--- config.mk ---
export PLATFORM = sky130hd
export DESIGN_NAME = page_load_ctrl
export DESIGN_NICKNAME = d
export VERILOG_FILES = /design/src/rtl/plc_pkg.sv /design/src/rtl/plc_cycle_timer.sv /design/src/rtl/plc_page_buf.sv /design/src/rtl/page_load_ctrl.sv
export SDC_FILE = /design/constraint.sdc
export NUM_CORES = 1
export LEC_CHECK = 0
export BUFFER_PORTS_ARGS = -buffer_cell sky130_fd_sc_hd__buf_4
export CAP_MARGIN = 30
export CORE_AREA = 2 2 471 473
export CTS_CLUSTER_DIAMETER = 30
export DETAILED_ROUTE_END_ITERATION = 10
export DIE_AREA = 0 0 473 475
export PLACE_DENSITY = 0.49
export SLEW_MARGIN = 10
export SYNTH_ARGS = -nofsm -noshare
export SYNTH_HDL_FRONTEND = slang
export SYNTH_SLANG_ARGS = --single-unit
--- constraint.sdc ---
create_clock -name clk -period 3 [get_ports clk]
set_input_delay 0 -clock clk [delete_from_list [all_inputs] [get_ports clk]]
set_output_delay 0 -clock clk [all_outputs]
set_load 0.01 [all_outputs]
--- src/rtl/plc_pkg.sv ---
package plc_pkg;
  typedef enum logic [1:0] {
    ST_IDLE = 2'd0,
    ST_LOAD = 2'd1,
    ST_PROG = 2'd2
  } plc_state_e;
endpackage

--- src/rtl/plc_cycle_timer.sv ---
// Up-counter with synchronous clear and count enable; hit flags LIMIT-1.
module plc_cycle_timer #(
  parameter int LIMIT = 16
) (
  input  logic clk,
  input  logic rst_n,
  input  logic clr,
  input  logic en,
  output logic hit
);
  localparam int CW = (LIMIT < 2) ? 1 : $clog2(LIMIT + 1);

  logic [CW-1:0] cnt_q, cnt_d;

  always_comb begin
    cnt_d = cnt_q;
    if (clr)     cnt_d = '0;
    else if (en) cnt_d = cnt_q + 1'b1;
  end

  always_ff @(posedge clk or negedge rst_n) begin
    if (!rst_n) cnt_q <= '0;
    else        cnt_q <= cnt_d;
  end

  assign hit = (cnt_q == CW'(LIMIT - 1));
endmodule

--- src/rtl/plc_page_buf.sv ---
// Slot storage plus per-slot loaded mask.
module plc_page_buf #(
  parameter int SLOTS  = 128,
  parameter int DATA_W = 8,
  localparam int IDX_W = $clog2(SLOTS)
) (
  input  logic                    clk,
  input  logic                    rst_n,
  input  logic                    load,
  input  logic [IDX_W-1:0]        idx,
  input  logic [DATA_W-1:0]       din,
  input  logic                    clr_mask,
  output logic [SLOTS*DATA_W-1:0] data_flat,
  output logic [SLOTS-1:0]        valid
);
  for (genvar s = 0; s < SLOTS; s++) begin : g_slot
    logic              hit_s;
    logic [DATA_W-1:0] byte_q, byte_d;
    logic              vld_q, vld_d;

    assign hit_s = load && (idx == IDX_W'(s));

    always_comb begin
      byte_d = byte_q;
      vld_d  = vld_q;
      if (hit_s) begin
        byte_d = din;
        vld_d  = 1'b1;
      end else if (clr_mask) begin
        vld_d  = 1'b0;
      end
    end

    always_ff @(posedge clk or negedge rst_n) begin
      if (!rst_n) begin
        byte_q <= '0;
        vld_q  <= 1'b0;
      end else begin
        byte_q <= byte_d;
        vld_q  <= vld_d;
      end
    end

    assign data_flat[s*DATA_W +: DATA_W] = byte_q;
    assign valid[s]                      = vld_q;
  end
endmodule

--- src/rtl/page_load_ctrl.sv ---
module page_load_ctrl
  import plc_pkg::*;
#(
  parameter int ADDR_W       = 17,
  parameter int DATA_W       = 8,
  parameter int SLOTS        = 128,
  parameter int LOAD_TIMEOUT = 7500,
  parameter int PROG_CYCLES  = 250000,
  localparam int SLOT_W      = $clog2(SLOTS),
  localparam int PAGE_W      = ADDR_W - SLOT_W
) (
  input  logic                    clk,
  input  logic                    rst_n,
  input  logic                    wr_en,
  input  logic [ADDR_W-1:0]       wr_addr,
  input  logic [DATA_W-1:0]       wr_data,
  output logic                    busy,
  output logic                    prog_start,
  output logic [PAGE_W-1:0]       page_num,
  output logic [SLOTS*DATA_W-1:0] page_data,
  output logic [SLOTS-1:0]        slot_valid,
  output logic                    page_err
);
  plc_state_e        state_q, state_d;
  logic [PAGE_W-1:0] page_q, page_d;
  logic              err_q, err_d;
  logic              start_q, start_d;

  logic [PAGE_W-1:0] wr_page;
  logic [SLOT_W-1:0] wr_slot;
  logic              same_page, accept, foreign, close_win, prog_done;
  logic              gap_hit, prog_hit;

  assign wr_page   = wr_addr[ADDR_W-1:SLOT_W];
  assign wr_slot   = wr_addr[SLOT_W-1:0];
  assign same_page = (wr_page == page_q);

  always_comb begin
    accept    = 1'b0;
    foreign   = 1'b0;
    close_win = 1'b0;
    prog_done = 1'b0;
    state_d   = state_q;
    page_d    = page_q;
    err_d     = err_q;
    case (state_q)
      ST_IDLE: begin
        if (wr_en) begin
          accept  = 1'b1;
          page_d  = wr_page;
          state_d = ST_LOAD;
        end
      end
      ST_LOAD: begin
        if (wr_en && same_page) begin
          accept = 1'b1;
        end else begin
          foreign = wr_en;
          if (gap_hit) begin
            close_win = 1'b1;
            state_d   = ST_PROG;
          end
        end
        if (foreign) err_d = 1'b1;
      end
      ST_PROG: begin
        if (prog_hit) begin
          prog_done = 1'b1;
          state_d   = ST_IDLE;
        end
      end
      default: state_d = ST_IDLE;
    endcase
    start_d = close_win;
  end

  always_ff @(posedge clk or negedge rst_n) begin
    if (!rst_n) begin
      state_q <= ST_IDLE;
      page_q  <= '0;
      err_q   <= 1'b0;
      start_q <= 1'b0;
    end else begin
      state_q <= state_d;
      page_q  <= page_d;
      err_q   <= err_d;
      start_q <= start_d;
    end
  end

  plc_cycle_timer #(.LIMIT(LOAD_TIMEOUT)) u_gap_timer (
    .clk   (clk),
    .rst_n (rst_n),
    .clr   (accept),
    .en    (state_q == ST_LOAD),
    .hit   (gap_hit)
  );

  plc_cycle_timer #(.LIMIT(PROG_CYCLES)) u_prog_timer (
    .clk   (clk),
    .rst_n (rst_n),
    .clr   (close_win),
    .en    (state_q == ST_PROG),
    .hit   (prog_hit)
  );

  plc_page_buf #(.SLOTS(SLOTS), .DATA_W(DATA_W)) u_page_buf (
    .clk       (clk),
    .rst_n     (rst_n),
    .load      (accept),
    .idx       (wr_slot),
    .din       (wr_data),
    .clr_mask  (prog_done),
    .data_flat (page_data),
    .valid     (slot_valid)
  );

  assign busy       = (state_q == ST_PROG);
  assign prog_start = start_q;
  assign page_num   = page_q;
  assign page_err   = err_q;
endmodule

# Word-level counts from Yosys, hierarchy flattened
# Index checks and enable logic that the tools add are counted.
# word_totals
regBits	1197
in_bits	28
word_cells	812
# classes
add_sub_neg	2
eq_ne	136
muxes	148
reduce_logical	264
# ops
op	n
7-bit equality test (second input constant)	64
2-bit nonzero test	130
7-bit by 6-bit equality test with 1-bit output (second input constant)	32
1-bit 2-to-1 mux	138
1-bit logical AND	129
7-bit by 5-bit equality test with 1-bit output (second input constant)	16
7-bit by 4-bit equality test with 1-bit output (second input constant)	8
18-bit 2-to-1 mux	2
7-bit by 3-bit equality test with 1-bit output (second input constant)	4
13-bit 2-to-1 mux	2
18-bit by 1-bit adder with 18-bit output (second input constant)	1
18-bit equality test (second input constant)	1
7-bit by 2-bit equality test with 1-bit output (second input constant)	2
13-bit by 1-bit adder with 13-bit output (second input constant)	1
13-bit equality test (second input constant)	1
10-bit equality test	1
2-bit 2-to-1 mux	4
7-bit by 1-bit equality test with 1-bit output (second input constant)	1
7-bit zero test	1
2-bit inequality test (second input constant)	3
2-bit case mux with 3 select lines	1
2-bit AND reduction	2
4-bit AND reduction	1
2-bit by 1-bit equality test with 1-bit output (second input constant)	1
4 further kinds	4

# Depth between registers and ports, before layout
# Gate-level depths: netlist of the first run.
# logic_depth
word_depth	6
mapped_depth	8
ltp_nobuf	6

# Cells and area by module
# From an unflattened synthesis of the first run, not the netlist that was laid out.
# unflattened
cells_unflattened	3083
hier_area_um2	46911.2
# modules_own_cells
module	instances	cells_per_inst	area_per_inst_um2	seq_area_each_um2
plc_page_buf	1	2855	44501.4	28827.6
plc_cycle_timer (u_prog_timer)	1	99	985.9	450.4
page_load_ctrl	1	59	739.5	350.3
plc_cycle_timer (u_gap_timer)	1	70	684.4	325.3

# Least setup slack after synthesis of the first run
# No wires, ideal clock.
# synth_path
path_type	register -> register
from	reg page_q[5], in the netlist page_num[5]
to	reg u_page_buf.g_slot[34].byte_q[0]
arrival_time_ns	2.106
path_slack_ns	0.769
path_stages_with_launch	8
synth_period_minus_slack_ns	2.231
cell_sequence	dfrtp_1 xnor2_1 and4_1 nand2_1 buf_2 buf_2 o32ai_4 mux2_2
# synth_via
elab_chain_len	5
# synth_lines
element	line	rtl
from (decl)	page_load_ctrl.sv:25	logic [PAGE_W-1:0] page_q, page_d;
from (signal assigned)	page_load_ctrl.sv:85	page_q <= page_d;
10-bit equality test	page_load_ctrl.sv:36	assign same_page = (wr_page == page_q);
1-bit logical AND	page_load_ctrl.sv:55	if (wr_en && same_page) begin
1-bit 2-to-1 mux	page_load_ctrl.sv:55	
1-bit case mux with 2 select lines	page_load_ctrl.sv:46	case (state_q)
1-bit logical AND	plc_page_buf.sv:21	assign hit_s = load && (idx == IDX_W'(s));
to (signal assigned)	plc_page_buf.sv:39	byte_q <= byte_d;
to (decl)	plc_page_buf.sv:18	logic [DATA_W-1:0] byte_q, byte_d;
# No other way between the ends.
# A chain may end at the register's enable or synchronous reset.

# Final worst setup path of the first run
# layout_path
from	reg page_q[7], in the netlist page_num[7]
to	reg u_page_buf.g_slot[13].byte_q[1]
# layout_via
elab_chain_len	5
# layout_lines
element	line
10-bit equality test	page_load_ctrl.sv:36
1-bit logical AND	page_load_ctrl.sv:55
1-bit 2-to-1 mux	page_load_ctrl.sv:55
1-bit case mux with 2 select lines	page_load_ctrl.sv:46
1-bit logical AND	plc_page_buf.sv:21
to (signal assigned)	plc_page_buf.sv:39
to (decl)	plc_page_buf.sv:18
# No other way between the ends.

==> results.sh, run 1 <==
export IMPL_synth_area_leaders="dfrtp_1 (62%), mux2_2 (21%), buf_4 (2.1%)"
export IMPL_synthCells=3210
export IMPL_final_nets=4715
export IMPL_wire_per_inst_um=28.0
export IMPL_die_area_sq_um=225000
export IMPL_ios=1193
export IMPL_start_util=0.221
export IMPL_multi_input_area_sq_um=16600
export IMPL_yosys_area_top_type="dfrtp_1"
export IMPL_vias=33848
export IMPL_synth_ff_type="dfrtp_1"
export IMPL_synth_top_area_frac=0.620
export IMPL_ys_seq_area_frac=0.620
export IMPL_yosys_warnings=0
export IMPL_period_needed_ns=2.87
export IMPL_coreArea_sq_um=219000
export IMPL_clock_sinks=1197
export IMPL_slew_headroom=0.360
export IMPL_yosysMostFrequentCell="dfrtp_1"
export IMPL_cts_root_buf="clkbuf_16"
export IMPL_finalCritPeriodShare=0.956
export IMPL_dieHeight_um=475
export IMPL_clockBufferDepth=4
export IMPL_drive_gt1_frac=0.614
export IMPL_slew_violations=0
export IMPL_ant_nets=0
export IMPL_utilization=0.336
export IMPL_insertion_delay_ns=0.94
export IMPL_setup_viol=0
export IMPL_first_pass_iters=5
export IMPL_critPathCaptureType="flip-flop"
export IMPL_rsz0062_at_grt="no"
export IMPL_post_synth_num_cell_types=69
export IMPL_setup_ws_ns=0.132
export IMPL_nFillCells=21631
export IMPL_cp_required_ns=3.74
export IMPL_cts_inserted_buffers=336
export IMPL_synthArstFlopShare=1.00
export IMPL_tightestPinTransition_ns=0.959
export IMPL_avgViaCountPerCell=4.33
export IMPL_cts_setup_buffers=0
export IMPL_cp_max_fo=9
export IMPL_power_per_cell_area_nw_per_um2=778
export IMPL_post_dp_cell_area_sq_um=61100
export IMPL_grt_max_degree=93
export IMPL_ys_ff_latch=1197
export IMPL_cts_tree="done"
export IMPL_drt_iter0_drc=1895
export IMPL_maxCapViolCount=0
export IMPL_final_area_sq_um=73600
export IMPL_grt_use_total=0.189
export IMPL_p_leak_nw=37.6
export IMPL_port_buffers=1192
export IMPL_yosys_top_cells_count="dfrtp_1 (1197), mux2_2 (908), nand2_1 (212)"
export IMPL_grt_pass1_wl_mm=298
export IMPL_hold_class="in -> reg"
export IMPL_clk_pin_slew_worst_paths_ns=0.04
export IMPL_ctsHtreeMaxLevel=5
export IMPL_totalWireLength_mm=219
export IMPL_rows=172
export IMPL_outcome="complete, no violations"
export IMPL_syn_area_per_cell_sq_um=15.1
export IMPL_grt_pass1_vias=35862
export IMPL_drc=0
export IMPL_dp_worst_setup_slack_ns=-0.0138
export IMPL_hpwl_mm=152
export IMPL_path_class="reg -> reg"
export IMPL_synth_edf_count=0
export IMPL_clock_fmax_mhz=349
export IMPL_skew_ns=0.116
export IMPL_critPathLaunchType="flip-flop"
export IMPL_seqCellArea_sq_um=30000
export IMPL_hold_viol_final=0
export IMPL_fp_dieW_um=473
export IMPL_netlist_area_sq_um=48300
export IMPL_syn_nets=3240
export IMPL_place_congestion=0.835
export IMPL_arrival_ns=3.60
export IMPL_antenna_found_initial=17
export IMPL_grt_ovfl_total=0
export IMPL_irDropWorstVdd_mv=0.557
export IMPL_area_growth_syn_to_layout_pct=52.3
export IMPL_holdWs_ns=0.246
## cells by family after synthesis
group / Yosys count / synth area share
AO/OA/AOI/OAI: 236 / 0.0566
multiplexers: 1024 / 0.241
XOR/XNOR: 28 / 0.00507
flip-flops: 1197 / 0.620
buffers and inverters: 328 / 0.0373
AND/OR/NAND/NOR: 395 / 0.0395
adder cells (fa/ha/maj): 2 / 0.000518
## placed cells by master, fill, tap and decap left out, types with 6 or more instances in the layout
| cell type | Yosys | layout |
|---|---|---|
| o22a_1 | 20 | 20 |
| a21o_1 | 65 | 65 |
| xnor2_1 | 17 | 17 |
| nand2_1 | 212 | 209 |
| diode_2 | 0 | 9 |
| clkbuf_16 | 0 | 341 |
| clkinv_2 | 0 | 62 |
| clkbuf_1 | 141 | 40 |
| mux2_1 | 84 | 84 |
| nand3_1 | 39 | 36 |
| clkbuf_8 | 0 | 59 |
| mux2_4 | 32 | 32 |
| a31oi_2 | 13 | 12 |
| nor2_1 | 55 | 55 |
| o32ai_4 | 25 | 25 |
| a31oi_4 | 5 | 6 |
| clkinv_4 | 0 | 8 |
| and3_1 | 9 | 9 |
| dlygate4sd3_1 | 0 | 50 |
| o32a_1 | 8 | 8 |
| buf_12 | 0 | 32 |
| nor3_1 | 6 | 6 |
| o22ai_2 | 40 | 36 |
| bufinv_16 | 0 | 55 |
| o22ai_4 | 8 | 12 |
| dfrtp_1 | 1197 | 1197 |
| mux2_2 | 908 | 908 |
| o21ai_0 | 26 | 26 |
| nand4_1 | 8 | 8 |
| buf_4 | 132 | 1373 |
| xor2_1 | 11 | 11 |
| nand3_2 | 5 | 8 |
| clkinvlp_4 | 0 | 16 |
## layout make-up
type	instances	share of cell area
multi-input combinational	1685	0.226
inverter	5	0.000255
tap	2871	0.0488
timing repair buffer	1460	0.157
clock buffer	440	0.129
antenna	9	0.000306
clock inverter	153	0.0321
sequential	1197	0.407
## state kept, by name, summed over array words and instances (netlist names)
signal and count:
page_err 1, page_num 10, prog_start 1, state_q 2, u_gap_timer.cnt_q 13, u_page_buf.g_slot.byte_q 1024
u_page_buf.g_slot.vld_q 128, u_prog_timer.cnt_q 18
## report_power, final
part / internal, W / switching (W) / total, W
sequential: 0.0167 / 0.000314 / 0.0170
clock: 0.0267 / 0.0106 / 0.0373
combinational: 0.00116 / 0.00182 / 0.00298
total: 0.0445 / 0.0127 / 0.0572
## worst paths after layout
check,startpoint,to,slack (ns),cells past startpoint
max,page_num[7]$_DFFE_PN0P_,u_page_buf.g_slot[13].byte_q[1]$_DFFE_PN0P_,0.13,8
min,wr_en,state_q[1]$_DFFE_PN0P_,0.25,5
max reg2reg,page_num[7]$_DFFE_PN0P_,u_page_buf.g_slot[13].byte_q[1]$_DFFE_PN0P_,0.13,8
min reg2reg,u_page_buf.g_slot[43].vld_q$_DFFE_PN0P_,u_page_buf.g_slot[43].vld_q$_DFFE_PN0P_,0.47,1
max in group asynchronous,rst_n,u_page_buf.g_slot[109].byte_q[2]$_DFFE_PN0P_,1.75,4
min in group asynchronous,rst_n,u_page_buf.g_slot[63].byte_q[1]$_DFFE_PN0P_,0.49,4
## repair_timing
action | CTS | global route
endpoints found under the hold margin | 1888 | 0
endpoints found under the setup margin | 15 | 47
resized for setup | 0 | 7
hold buffers | 51 | 0
## layer usage
metal,track usage,share of wire
met1,0.228,0.41
met2,0.308,0.47
met3,0.0719,0.089
met4,0.0652,0.031
met5,0,0
## critical path, cell delays in order (launching register included)
cell and delay [ns]:
dfrtp_1 0.40, xnor2_1 0.25, and4_1 0.37, buf_4 0.25, buf_4 0.15, nand3_1 0.27
o22ai_2 0.36, buf_6 0.28, mux2_2 0.36
## per-stage QoR
stage	std cells	setup TNS (ns)	power [W]
final	7820	0	0.0572
after global routing	7813	0	0.0591
after CTS	7811	-0.252	0.0580
after detailed placement	7167	-0.0786	0.0202
after global placement	7167	-0.388	0.0202
after floorplan	3210	0	0.0183
Power figures use the tool's default switching activity.
==> run 2: changes to the inputs <==
--- a/config.mk
+++ b/config.mk
@@ -7,11 +7,11 @@
 export LEC_CHECK = 0
 export BUFFER_PORTS_ARGS = -buffer_cell sky130_fd_sc_hd__buf_4
 export CAP_MARGIN = 30
-export CORE_AREA = 2 2 471 473
+export CORE_AREA = 2 2 461 463
 export CTS_CLUSTER_DIAMETER = 30
 export DETAILED_ROUTE_END_ITERATION = 10
-export DIE_AREA = 0 0 473 475
-export PLACE_DENSITY = 0.49
+export DIE_AREA = 0 0 463 465
+export PLACE_DENSITY = 0.5
 export SLEW_MARGIN = 10
 export SYNTH_ARGS = -nofsm -noshare
 export SYNTH_HDL_FRONTEND = slang
==> run 2 against run 1 <==
  * First-iteration DRC count down 1.6%
  * Hold slack worse by 0.063 ns
  * Register-to-register slack better by 0.02 ns
  * Power down 3.1%
  * Die area down 4.2%
  * Worst setup slack better by 0.023 ns
  * Core utilization up 1.0 points
  * Flip-flop and latch count unchanged
  * Cell count down 1.2%
  * Via count up 0.56%
  * Global-route usage up 0.48 points
==> results.sh, run 2 (same netlist as run 1, synthesis figures left out) <==
export IMPL_outcome="complete, no violations"
export IMPL_setup_viol=0
export IMPL_drt_iter0_drc=1865
export IMPL_cts_tree="done"
export IMPL_grt_max_degree=113
export IMPL_seqPwrFrac=0.306
export IMPL_ctsHtreeMaxLevel=5
export IMPL_hold_viol_final=0
export IMPL_hold_class="in -> reg"
export IMPL_critPathCaptureType="flip-flop"
export IMPL_utilization=0.346
export IMPL_antenna_found_initial=20
export IMPL_first_pass_iters=5
export IMPL_die_area_sq_um=215000
export IMPL_power_per_cell_area_nw_per_um2=760
export IMPL_slew_violations=0
export IMPL_cp_max_fo=10
export IMPL_wire_per_inst_um=27.7
export IMPL_grt_pass1_vias=35912
export IMPL_top_register="u_page_buf.g_slot.byte_q"
export IMPL_setup_ws_ns=0.155
export IMPL_clock_sinks=1197
export IMPL_vias=34037
export IMPL_internal_power_w=0.0431
export IMPL_top_layer_used="met4"
export IMPL_clockBufferDepth=4
export IMPL_avgViaCountPerCell=4.40
export IMPL_ios=1193
export IMPL_pwr_share_comb=0.054
export IMPL_clkPwrFrac=0.639
export IMPL_routed_wl_met3_mm=18.7
export IMPL_top_regs="u_page_buf.g_slot.byte_q x1024, u_page_buf.g_slot.vld_q x128, u_prog_timer.cnt_q x18"
export IMPL_rsz0062_at_grt="no"
export IMPL_drive_gt1_frac=0.613
export IMPL_ant_nets=0
export IMPL_skew_ns=0.0870
export IMPL_fp_dieW_um=463
export IMPL_cts_root_buf="clkbuf_16"
export IMPL_drc=0
export IMPL_p_leak_nw=37.3
export IMPL_final_nets=4708
export IMPL_slew_headroom=0.349
export IMPL_met2_length_mm=101
export IMPL_area_growth_syn_to_layout_pct=51.0
export IMPL_arrival_ns=3.58
export IMPL_grt_pass1_wl_mm=295
export IMPL_clk_pin_slew_worst_paths_ns=0.04
export IMPL_irDropWorstVdd_mv=0.605
export IMPL_port_buffers=1192
export IMPL_insertion_delay_ns=0.92
export IMPL_final_common_cell="buf_4"
export IMPL_totalWireLength_mm=214
export IMPL_cts_inserted_buffers=323
export IMPL_finalCritPeriodShare=0.948
export IMPL_path_class="reg -> reg"
export IMPL_cp_required_ns=3.73
export IMPL_dp_worst_setup_slack_ns=0.0754
export IMPL_grt_use_total=0.194
export IMPL_multi_input_area_sq_um=16600
export IMPL_switching_share=0.222
export IMPL_maxCapViolCount=0
export IMPL_rr_startpoint="state_q[1]$_DFFE_PN0P_"
export IMPL_finalSetupTns_ns=0
export IMPL_seqCellArea_sq_um=30000
export IMPL_power_net_switching_w=0.0123
export IMPL_hpwl_mm=149
export IMPL_final_cell_mix="buf_4 (1369), dfrtp_1 (1197), mux2_2 (908)"
export IMPL_cp_startpoint="state_q[1]$_DFFE_PN0P_"
export IMPL_holdCritStartpoint="wr_data[5]"
export IMPL_grt_ovfl_total=0
export IMPL_period_needed_ns=2.84
export IMPL_start_util=0.229
export IMPL_nFillCells=20656
export IMPL_tightestPinTransition_ns=0.976
export IMPL_clock_fmax_mhz=351
export IMPL_coreArea_sq_um=211000
export IMPL_met1_length_mm=86.8
export IMPL_critPathLaunchType="flip-flop"
export IMPL_largest_register_ffs=1024
export IMPL_rows=169
export IMPL_place_congestion=0.822
export IMPL_cts_setup_buffers=0
export IMPL_dieHeight_um=465
[run 2: cell types whose count changed in the layout (fill, tap and decap cells not counted), sizes merged]
cell      delta
bufinv       -3
inv          +1
buf          +6
diode        -5
clkbuf      -29
clkinvlp     +4
clkinv      -14
[run 2: per-layer routing]
metal	vias to the layer above	global-route usage
li1	14301	-
met1	17852	0.234
met2	1534	0.317
met3	350	0.0708
met4	0	0.0696
met5	-	0
[run 2: metrics by stage]
stage / hold WS, ns / cell area (sq um) / total power (W) / instances
after floorplan: -0.296 / 48300 / 0.0183 / 3210
after global routing: 0.129 / 72900 / 0.0573 / 7727
final: 0.183 / 73000 / 0.0554 / 7730
after CTS: 0.0858 / 72900 / 0.0561 / 7725
after detailed placement: 0.0486 / 61200 / 0.0202 / 7122
after global placement: 0.0420 / 61200 / 0.0202 / 7120
[run 2: area by class of cell]
| type | instances | area share |
|---|---|---|
| sequential | 1197 | 0.411 |
| multi-input combinational | 1685 | 0.228 |
| timing repair buffer | 1466 | 0.160 |
| clock buffer | 411 | 0.123 |
| tap | 2821 | 0.0484 |
| clock inverter | 141 | 0.0296 |
| inverter | 5 | 0.000257 |
| antenna | 4 | 0.000137 |
[run 2: timing repair]
item | CTS | global route
gates resized for setup | 0 | 2
hold buffers | 51 | 0
setup endpoints to repair | 0 | 37
endpoints found under the hold margin | 1783 | 0
[run 2: path summary, 6_finish.rpt]
kind,endpoint,slack [ns],depth (start not counted)
setup reg to reg,u_page_buf.g_slot[114].byte_q[5]$_DFFE_PN0P_,0.16,5
hold reg to reg,u_page_buf.g_slot[107].vld_q$_DFFE_PN0P_,0.47,2
max in group asynchronous,u_page_buf.g_slot[34].vld_q$_DFFE_PN0P_,1.83,4
min in group asynchronous,u_page_buf.g_slot[125].byte_q[0]$_DFFE_PN0P_,0.40,4
hold / removal,u_page_buf.g_slot[24].byte_q[5]$_DFFE_PN0P_,0.18,3
setup / recovery,u_page_buf.g_slot[114].byte_q[5]$_DFFE_PN0P_,0.16,5
[run 2: power groups by stage]
| stage | Clock [W] | Sequential, W | Combinational, W |
|---|---|---|---|
| 2_1_floorplan | 0 | 0.0173 | 0.000983 |
| 3_3_place_gp | 0 | 0.0172 | 0.00298 |
| 3_5_place_dp | 0 | 0.0172 | 0.00298 |
| 4_1_cts | 0.0361 | 0.0170 | 0.00306 |
| 5_1_grt | 0.0370 | 0.0170 | 0.00323 |
| 6_report | 0.0354 | 0.0170 | 0.00302 |
[run 2: worst max-delay path, stage by stage (launching register included)]
cell and delay [ns]:
dfrtp_1 0.46, and3b_1 0.54, nand2_2 0.55, o32ai_4 0.42, buf_4 0.33, mux2_2 0.37
==> run 3: changes to the inputs <==
==> constraint.sdc (replaced) <==
create_clock -name clk -period 3.7 [get_ports clk]
set_input_delay 0 -clock clk [delete_from_list [all_inputs] [get_ports clk]]
set_output_delay 0 -clock clk [all_outputs]
set_load 0.01 [all_outputs]
==> run 3 against run 2 <==
  * Register-to-register slack better by 0.22 ns
  * Flip-flop and latch count unchanged
  * Critical path depth up 1
  * Worst setup slack better by 0.22 ns
  * Sequential share of layout area up 0.48 points
  * Maximum frequency down 14%
  * Global-route usage about the same
  * Clock skew down 0.0017 ns
  * Largest power group unchanged
==> results.sh, run 3 (same netlist as run 1, synthesis figures left out) <==
export IMPL_outcome="complete, no violations"
export IMPL_clock_fmax_mhz=301
export IMPL_place_congestion=0.829
export IMPL_largest_register_ffs=1024
export IMPL_vias=33524
export IMPL_final_common_cell="buf_4"
export IMPL_drc=0
export IMPL_cp_required_ns=4.46
export IMPL_power_net_switching_w=0.00990
export IMPL_drive_gt1_frac=0.605
export IMPL_clockBufferDepth=4
export IMPL_post_cts_resized=0
export IMPL_slew_headroom=0.368
export IMPL_cts_inserted_buffers=320
export IMPL_cts_tree="done"
export IMPL_ctsHtreeMaxLevel=5
export IMPL_grt_pass1_vias=35440
export IMPL_final_cell_mix="buf_4 (1309), dfrtp_1 (1197), mux2_2 (908)"
export IMPL_wire_per_inst_um=27.9
export IMPL_internal_power_w=0.0342
export IMPL_arrival_ns=4.08
export IMPL_rsz0062_at_grt="no"
export IMPL_rows=169
export IMPL_insertion_delay_ns=0.92
export IMPL_die_area_sq_um=215000
export IMPL_power_per_cell_area_nw_per_um2=611
export IMPL_ant_nets=0
export IMPL_grt_pass1_wl_mm=293
export IMPL_top_register="u_page_buf.g_slot.byte_q"
export IMPL_period_needed_ns=3.32
export IMPL_clkPwrFrac=0.632
export IMPL_drt_iter0_drc=1705
export IMPL_port_buffers=1192
export IMPL_seqPwrFrac=0.313
export IMPL_tightestPinTransition_ns=0.948
export IMPL_cts_root_buf="clkbuf_16"
export IMPL_p_leak_nw=36.9
export IMPL_ios=1193
export IMPL_first_pass_iters=5
export IMPL_grt_use_total=0.193
export IMPL_totalWireLength_mm=214
export IMPL_skew_ns=0.0853
export IMPL_coreArea_sq_um=211000
export IMPL_finalSetupTns_ns=0
export IMPL_slew_violations=0
export IMPL_hpwl_mm=148
export IMPL_start_util=0.229
export IMPL_hold_class="in -> reg"
export IMPL_top_regs="u_page_buf.g_slot.byte_q x1024, u_page_buf.g_slot.vld_q x128, u_prog_timer.cnt_q x18"
export IMPL_switching_share=0.225
export IMPL_fin_total_pwr_w=0.0441
export IMPL_clock_sinks=1197
export IMPL_critPathCaptureType="flip-flop"
export IMPL_path_class="reg -> reg"
export IMPL_antenna_found_initial=21
export IMPL_grt_ovfl_total=0
export IMPL_avgViaCountPerCell=4.37
export IMPL_hold_viol_final=0
export IMPL_pwr_share_comb=0.055
export IMPL_finalCritPeriodShare=0.898
export IMPL_clk_pin_slew_worst_paths_ns=0.04
export IMPL_final_nets=4645
export IMPL_setup_viol=0
export IMPL_utilization=0.342
export IMPL_maxCapViolCount=0
export IMPL_grt_max_degree=124
export IMPL_cp_max_fo=11
export IMPL_area_growth_syn_to_layout_pct=49.2
export IMPL_irDropWorstVdd_mv=0.442
export IMPL_fp_dieW_um=463
export IMPL_critPathLaunchType="flip-flop"
export IMPL_dieHeight_um=465
[run 3: cell types whose count changed in the layout (fill, tap and decap cells not counted), sizes merged]
| cell | before | now |
|---|---|---|
| clkinvlp | 20 | 23 |
| buf | 1416 | 1347 |
| dlygate4sd3 | 50 | 59 |
| diode | 4 | 9 |
| clkinv | 62 | 68 |
| bufinv | 52 | 43 |
[run 3: power by group through the flow]
stage / logic [W] / clock network (W) / registers (W)
final: 0.00242 / 0.0279 / 0.0138
after CTS: 0.00246 / 0.0284 / 0.0138
after floorplan: 0.000797 / 0 / 0.0141
after global routing: 0.00260 / 0.0292 / 0.0138
after global placement: 0.00235 / 0 / 0.0139
after detailed placement: 0.00236 / 0 / 0.0140
[run 3: worst paths after layout]
check	start	to	slack, ns	cells past startpoint
max in group asynchronous	rst_n	u_page_buf.g_slot[48].byte_q[4]$_DFFE_PN0P_	2.53	5
min	wr_en	u_prog_timer.cnt_q[4]$_DFFE_PN0P_	0.23	4
min reg2reg	u_page_buf.g_slot[94].vld_q$_DFFE_PN0P_	u_page_buf.g_slot[94].vld_q$_DFFE_PN0P_	0.47	2
max	page_num[2]$_DFFE_PN0P_	u_page_buf.g_slot[57].byte_q[2]$_DFFE_PN0P_	0.38	6
min in group asynchronous	rst_n	u_page_buf.g_slot[45].byte_q[3]$_DFFE_PN0P_	0.40	4
max reg2reg	page_num[2]$_DFFE_PN0P_	u_page_buf.g_slot[57].byte_q[2]$_DFFE_PN0P_	0.38	6
[run 3: metal layers]
| layer | up-vias | wire, um | share of wire | global-route usage |
|---|---|---|---|---|
| met5 | - | 0 | 0 | 0 |
| met4 | 0 | 8100 | 0.038 | 0.0776 |
| met3 | 354 | 19800 | 0.092 | 0.0769 |
| met2 | 1435 | 100000 | 0.47 | 0.313 |
| met1 | 17573 | 85600 | 0.40 | 0.229 |
| li1 | 14162 | - | - | - |
[run 3: critical path, stage by stage (launching register included)]
cell     delay, ns
dfrtp_1       0.40
xnor2_1       0.25
and4_1        0.73
nand3_1       0.64
o22ai_2       0.39
buf_4         0.34
mux2_2        0.37
[run 3: area by class of cell]
type                       instances  area [sq um]
tap                             2821          3530
sequential                      1197         30000
clock inverter                   141          1950
fill                           20790        139000
antenna                            9          22.5
timing repair buffer            1406         11200
clock buffer                     411          8900
multi-input combinational       1685         16600
inverter                           5          18.8
[run 3: repair_timing]
item | 4_1_cts | 5_1_grt
hold buffers | 60 | 0
endpoints found under the hold margin | 1715 | 0
setup buffers | 0 | 0
[run 3: stage by stage]
stage | instance area [sq um] | hold WS (ns) | setup slack (ns) | instances
after floorplan | 48300 | -0.296 | 1.47 | 3210
after global placement | 60500 | 0.0216 | 0.490 | 7050
after detailed placement | 60600 | 0.0153 | 0.453 | 7053
after CTS | 72100 | 0.128 | 0.428 | 7665
after global routing | 72100 | 0.181 | 0.255 | 7669
final | 72100 | 0.225 | 0.379 | 7675
